`config.mk`:
```
export PLATFORM = sky130hd
export DESIGN_NAME = opnd_bypass_unit
export DESIGN_NICKNAME = d
export VERILOG_FILES = /design/src/rtl/opnd_bypass_pkg.sv /design/src/rtl/bypass_select.sv /design/src/rtl/bypass_mux.sv /design/src/rtl/operand_reg.sv /design/src/rtl/opnd_bypass_unit.sv
export SDC_FILE = /design/constraint.sdc
export NUM_CORES = 1
export LEC_CHECK = 0
export CAP_MARGIN = 20
export CORE_ASPECT_RATIO = 0.6
export CORE_MARGIN = 1
export CORE_UTILIZATION = 43
export DETAILED_ROUTE_END_ITERATION = 8
export PLACE_DENSITY_LB_ADDON = 0.1
export SYNTH_ARGS = -nofsm -noshare
export SYNTH_HDL_FRONTEND = slang
export SYNTH_SLANG_ARGS = --single-unit
```
`constraint.sdc`:
```
create_clock -name clk -period 9.4 [get_ports clk]
set_input_delay 2.82 -clock clk [delete_from_list [all_inputs] [get_ports clk]]
set_output_delay 2.82 -clock clk [all_outputs]
set_load 0.01 [all_outputs]
```
`src/rtl/opnd_bypass_pkg.sv`:
```
package opnd_bypass_pkg;

  typedef enum logic [1:0] {
    SEL_RF  = 2'b00,
    SEL_EX  = 2'b01,
    SEL_MEM = 2'b10
  } fwd_sel_e;

  localparam int unsigned NUM_OPND = 2;

endpackage

```
`src/rtl/bypass_select.sv`:
```
module bypass_select
  import opnd_bypass_pkg::*;
#(
  parameter int unsigned REG_AW = 5
) (
  input  logic [REG_AW-1:0] src,
  input  logic [REG_AW-1:0] ex_dst,
  input  logic              ex_wen,
  input  logic [REG_AW-1:0] mem_dst,
  input  logic              mem_wen,
  output logic              ex_hit,
  output logic              mem_hit,
  output fwd_sel_e          sel
);

  // A producer matches only a nonzero register it really writes.
  function automatic logic producer_hit(input logic [REG_AW-1:0] s,
                                        input logic [REG_AW-1:0] d,
                                        input logic              we);
    return we && (d != '0) && (s == d);
  endfunction

  assign ex_hit  = producer_hit(src, ex_dst, ex_wen);
  assign mem_hit = producer_hit(src, mem_dst, mem_wen);

  // The younger producer wins.
  always_comb begin
    if (ex_hit)       sel = SEL_EX;
    else if (mem_hit) sel = SEL_MEM;
    else              sel = SEL_RF;
  end

endmodule

```
`src/rtl/bypass_mux.sv`:
```
module bypass_mux
  import opnd_bypass_pkg::*;
#(
  parameter int unsigned DATA_W = 32
) (
  input  fwd_sel_e          sel,
  input  logic [DATA_W-1:0] rf_val,
  input  logic [DATA_W-1:0] ex_val,
  input  logic [DATA_W-1:0] mem_val,
  output logic [DATA_W-1:0] out
);

  always_comb begin
    unique case (sel)
      SEL_EX:  out = ex_val;
      SEL_MEM: out = mem_val;
      default: out = rf_val;
    endcase
  end

endmodule

```
`src/rtl/operand_reg.sv`:
```
module operand_reg #(
  parameter int unsigned DATA_W = 32
) (
  input  logic              clk,
  input  logic              rst_n,
  input  logic              hold,
  input  logic [DATA_W-1:0] d,
  output logic [DATA_W-1:0] q
);

  always_ff @(posedge clk or negedge rst_n) begin
    if (!rst_n)     q <= '0;
    else if (!hold) q <= d;
  end

endmodule

```
`src/rtl/opnd_bypass_unit.sv`:
```
module opnd_bypass_unit
  import opnd_bypass_pkg::*;
#(
  parameter int unsigned DATA_W = 32,
  parameter int unsigned REG_AW = 5
) (
  input  logic              clk,
  input  logic              rst_n,
  input  logic              hold,
  input  logic [REG_AW-1:0] dec_rs,
  input  logic [REG_AW-1:0] dec_rt,
  input  logic [REG_AW-1:0] ex_dst,
  input  logic              ex_wen,
  input  logic [REG_AW-1:0] mem_dst,
  input  logic              mem_wen,
  input  logic              mem_is_load,
  input  logic [DATA_W-1:0] rf_rd_a,
  input  logic [DATA_W-1:0] rf_rd_b,
  input  logic [DATA_W-1:0] ex_alu_res,
  input  logic [DATA_W-1:0] mem_alu_res,
  input  logic [DATA_W-1:0] mem_load_data,
  output logic [1:0]        sel_a,
  output logic [1:0]        sel_b,
  output logic [DATA_W-1:0] opnd_a_nxt,
  output logic [DATA_W-1:0] opnd_b_nxt,
  output logic [DATA_W-1:0] opnd_a_q,
  output logic [DATA_W-1:0] opnd_b_q
);

  function automatic logic [DATA_W-1:0] mem_stage_value(input logic              is_load,
                                                        input logic [DATA_W-1:0] ld,
                                                        input logic [DATA_W-1:0] alu);
    return is_load ? ld : alu;
  endfunction

  logic [DATA_W-1:0] mem_val;
  logic [REG_AW-1:0] src_w [NUM_OPND];
  logic [DATA_W-1:0] rf_w  [NUM_OPND];
  logic [DATA_W-1:0] nxt_w [NUM_OPND];
  logic [DATA_W-1:0] q_w   [NUM_OPND];
  fwd_sel_e          sel_w [NUM_OPND];
  logic              ex_hit_w  [NUM_OPND];
  logic              mem_hit_w [NUM_OPND];

  // Named event wires, observed by the checker.
  logic ex_hit_a, ex_hit_b, mem_hit_a, mem_hit_b;

  assign mem_val  = mem_stage_value(mem_is_load, mem_load_data, mem_alu_res);
  assign src_w[0] = dec_rs;
  assign src_w[1] = dec_rt;
  assign rf_w[0]  = rf_rd_a;
  assign rf_w[1]  = rf_rd_b;

  for (genvar i = 0; i < NUM_OPND; i++) begin : g_opnd
    bypass_select #(.REG_AW(REG_AW)) u_sel (
      .src    (src_w[i]),
      .ex_dst (ex_dst),
      .ex_wen (ex_wen),
      .mem_dst(mem_dst),
      .mem_wen(mem_wen),
      .ex_hit (ex_hit_w[i]),
      .mem_hit(mem_hit_w[i]),
      .sel    (sel_w[i])
    );

    bypass_mux #(.DATA_W(DATA_W)) u_mux (
      .sel    (sel_w[i]),
      .rf_val (rf_w[i]),
      .ex_val (ex_alu_res),
      .mem_val(mem_val),
      .out    (nxt_w[i])
    );

    operand_reg #(.DATA_W(DATA_W)) u_reg (
      .clk  (clk),
      .rst_n(rst_n),
      .hold (hold),
      .d    (nxt_w[i]),
      .q    (q_w[i])
    );
  end

  assign sel_a      = sel_w[0];
  assign sel_b      = sel_w[1];
  assign opnd_a_nxt = nxt_w[0];
  assign opnd_b_nxt = nxt_w[1];
  assign opnd_a_q   = q_w[0];
  assign opnd_b_q   = q_w[1];
  assign ex_hit_a   = ex_hit_w[0];
  assign ex_hit_b   = ex_hit_w[1];
  assign mem_hit_a  = mem_hit_w[0];
  assign mem_hit_b  = mem_hit_w[1];

endmodule

```
### After elaboration in Yosys (flattened, before gate mapping)

Index checks and enable logic that the tools add are counted.

| operators by class | value |
|---|---|
| reductions and logical operators | 8 |
| equal/unequal tests | 8 |
| multiplexer cells | 7 |

Operators by type and width:

| operator | number |
|---|---|
| $pmux W32 S2 | 2 |
| $mux W32 | 1 |
| $eq A5 B5 Y1 | 4 |
| $reduce_bool A5 Y1 | 2 |
| $mux W2 | 4 |
| $logic_and A1 B1 Y1 | 6 |
| $eq A2 B1 Y1 const B | 2 |
| $eq A2 B2 Y1 const B | 2 |

| word-level totals | value |
|---|---|
| register bits | 64 |
| output and inout bits | 132 |
| input port bits | 186 |

### Logic depth before layout (Yosys ltp)

| depth | value |
|---|---|
| word-level depth | 7 |
| gate-level depth with buffers | 8 |

### Cells and area by module

A second synthesis with hierarchy kept.

| second synthesis, totals | value |
|---|---|
| cells, all modules | 442 |
| area, all modules | 4845.9 um2 |

By module, submodules not included:

| module | area an instance (um2) | times used | seq. area each (um2) | cells each |
|---|---|---|---|---|
| operand_reg | 1345.0 | 2 | 800.8 | 68 |
| bypass_mux | 636.9 | 2 | 0.0 | 113 |
| opnd_bypass_unit | 544.3 | 1 | 0.0 | 36 |
| bypass_select | 168.9 | 2 | 0.0 | 22 |

### Worst setup path after synthesis

No wires, ideal clock.

| timing path | value |
|---|---|
| path kind | input -> output |
| start point | input ex_dst[1] |
| end point | output sel_b[1] |
| path slack | 2.195 ns |
| data required time | 6.580 ns |
| buffers on the path | 2 |
| stages | 6 |
| data arrival time | 4.385 ns |
| cell sequence | or4_1 o21a_1 and3_1 buf_6 buf_6 nor4_1 |

| on the way | value |
|---|---|
| cells in the longest elaborated chain, start to end | 4 |

Ends and longest elaborated chain:

| item | line | text |
|---|---|---|
| start: declaration | opnd_bypass_unit.sv:12 | `input logic [REG_AW-1:0] ex_dst,` |
| $reduce_bool A5 Y1 | bypass_select.sv:20 | `return we && (d != '0) && (s == d);` |
| $logic_and A1 B1 Y1 | bypass_select.sv:20 |  |
| $logic_and A1 B1 Y1 (*) | bypass_select.sv:20 |  |
| net ex_hit_b | opnd_bypass_unit.sv:46 | `logic ex_hit_a, ex_hit_b, mem_hit_a, mem_hit_b;` |
| $mux W2 (*) | bypass_select.sv:28 | `if (ex_hit) sel = SEL_EX;` |
| end: declaration | opnd_bypass_unit.sv:23 | `output logic [1:0] sel_b,` |

Mark *: on every way through the listed nets, which the timed path passes. The rest lies on a longest branch.

### Worst setup path after layout

| timing path | value |
|---|---|
| start point | input ex_dst[1] |
| end point | output opnd_a_nxt[28] |

| on the way | value |
|---|---|
| cells in the longest elaborated chain, start to end | 6 |

Ends and longest elaborated chain:

| item | line | text |
|---|---|---|
| $reduce_bool A5 Y1 | bypass_select.sv:20 |  |
| $logic_and A1 B1 Y1 | bypass_select.sv:20 |  |
| $logic_and A1 B1 Y1 (*) | bypass_select.sv:20 |  |
| $mux W2 (*) | bypass_select.sv:28 |  |
| $eq A2 B2 Y1 or $eq A2 B1 Y1 (tied branches) | bypass_mux.sv:14 | `unique case (sel)` |
| $pmux W32 S2 (*) | bypass_mux.sv:14 |  |
| end: declaration | opnd_bypass_unit.sv:24 | `output logic [DATA_W-1:0] opnd_a_nxt,` |

Mark *: on every way between the ends. The rest lies on a longest branch, timed or not.

==> metrics.yaml <==
hpwl_um: 16150
status: "finished clean"
hp-start: "g_opnd[1].u_reg.q[17]"
path_max_fanout: 34
worst_hold_path.endpoint: "g_opnd[1].u_reg.q[17]"
multi_input_area_um2: 3786
track_usage_pct: 31.79
stdcell_count: 976
rows: 32
critPathCaptureType: "output pin"
final_hold_viol_count: 0
syn_inst: 539
ff2ff_path_depth: 1
setup_viol: 0
ctsLongestPathBuffers: 2
fin_crit_sh_pct: 95.95
powerDensity_nw_per_um2: 120.8
mostFrequentLayoutCells: "clkdlybuf4s50_1, mux2_2, nand4_1, o31ai_2, dfrtp_1"
cts.clk_slew.worst_paths_ns: 0.06
cts_buffers: 9
die_x_um: 151.6
gp_congestion: 0.9228
cts_hold_buf: 0
setup.worst_path.class: "input pin to output pin"
synth_edf_count: 0
clkLatencyLatePin_ns: 0.33
vias_per_cell: 6.214
cp_data_arrival_time_ns: 6.20
ios: 318
n_antenna_cell: 0
hold_path_class: "flop to flop"
fin_skew_ns: 0
seq_area_um2: 1602
grt.overflow.total: 0
fin_nets: 987
ys_types: 26
r2r-end: "g_opnd[1].u_reg.q[25]"
totalNegativeSetupSlack_ns: 0
vias: 6065
antenna_found_initial: 1
rsz0062_at_grt: "no"
largest-register: "g_opnd.u_reg.q"
htree_levels: 3
grt_pass1_wl_um: 33730
area_growth_pct: 59.37
cts_sinks: 64
start_util_pct: 44.51
maxCapViolCount: 0
cts_resized: 0
drive_gt1_share_pct: 26.67
wl_per_cell_um: 23.05
synth_area_um2: 5774
yosysSeqAreaShare_pct: 27.74
grt_pass1_vias: 5982
wl_um: 22500
die_area_um2: 13910
peakVddDrop_mv: 0.08789
ys_async_sr_fraction_pct: 100.0
drc: 0
fillers: 995
largest_register_ffs: 64
syn_area_per_cell_um2: 10.71
stdcell_area_um2: 9203
ys_ff_latch: 64
syn-num-nets: 725
ys_warn_count: 0
final_max_slew_viol_count: 0
largestRegisters: "g_opnd.u_reg.q x64"
drt_iter0_drc: 280
synth-main-ff-cell: "dfrtp_1"
placed_area_um2: 8904
max_clock_freq_mhz: 110.9
dp_cells: 960
cts_tree: "yes"
coreArea_um2: 12970
slew_headroom_pct: 25.03
layout_commonest_cell: "clkdlybuf4s50_1"
worst_slew_pin_slew_ns: 1.125
grt_max_degree: 74
place.port_buffers: 317
min_delay_path_depth: 1
rr_startpoint: "g_opnd[1].u_reg.q[25]"
die_h_um: 91.76
power_leakage_nw: 3.363
required_ns: 6.58
cts_setup_buffers: 0
cp-start-kind: "input pin"
fin_total_pwr_mw: 1.111
drtPass1Iterations: 5
detail-route-antenna-nets: 0
cts-root-buf: "clkbuf_16"
min_period_ns: 9.019
r2r_slack_ns: 8.61
## report_power, final
part	internal [mW]	switching, mW
clock	0.212	0.130
combinational	0.238	0.204
sequential	0.310	0.0175
total	0.760	0.351
## layout make-up
type / instances / area share, %
Clock buffer: 11 / 2.638
Clock inverter: 5 / 0.6118
Multi-Input combinational cell: 393 / 41.14
Sequential cell: 64 / 17.40
Tap cell: 170 / 2.311
Timing Repair Buffer: 333 / 35.89
## Yosys cell counts, types with 4 or more instances
cell | instances | area share (%)
a31oi_1 | 24 | 2.6
o31ai_2 | 64 | 14
clkbuf_1 | 51 | 3.3
dfrtp_1 | 64 | 28
xor2_1 | 10 | 1.5
a31oi_2 | 40 | 8.7
xnor2_1 | 10 | 1.5
and4_1 | 62 | 9.4
nand4_1 | 64 | 6.9
and3_1 | 4 | 0.43
mux2i_1 | 31 | 5.4
mux2_2 | 65 | 13
buf_2 | 5 | 0.43
buf_1 | 9 | 0.59
buf_6 | 14 | 2.7
nor4_1 | 4 | 0.43
## routing by layer
layer  GRT usage [%]  wire (um)
met5               0         13
met4           11.63        677
met2           51.79      10530
met3           7.910       1940
met1           40.53       9338
## through the flow
step / hold WS, ns / setup slack (ns) / util (%)
2_1_floorplan: 0.5501 / 2.195 / -
3_3_place_gp: 0.4859 / 0.4879 / 68.63
3_5_place_dp: 0.4913 / 0.4514 / 68.63
4_1_cts: 0.5047 / 0.4380 / 70.94
5_1_grt: 0.5135 / 0.3407 / 70.94
6_report: 0.5022 / 0.3806 / 70.94
## cells by family (layout without fill, tap and decap cells)
group	Yosys count	after routing	synth area share (%)
compound gates	131	131	25.48
simple gates	146	146	18.29
flops	64	64	27.74
mux	96	96	18.05
xor+xnor	20	20	3.033
buf+inv	82	349	7.410
## worst max-delay path, stage by stage
cell             delay (ns)
clkdlybuf4s50_1        0.48
or4_1                  0.56
o21a_2                 0.42
and3_2                 0.65
o31ai_2                0.63
clkdlybuf4s50_1        0.64
## how the worst max path moves through the flow
stage | to | cells after the start | from
6_report | opnd_a_nxt[28] | 6 | ex_dst[1]
5_1_grt | opnd_a_nxt[28] | 6 | ex_dst[1]
4_1_cts | opnd_a_nxt[28] | 6 | ex_dst[1]
3_5_place_dp | opnd_a_nxt[28] | 6 | ex_dst[1]
3_3_place_gp | opnd_a_nxt[28] | 6 | ex_dst[1]
2_1_floorplan | sel_b[1] | 6 | ex_dst[1]
Note: power is estimated with default switching activity, not from simulation.
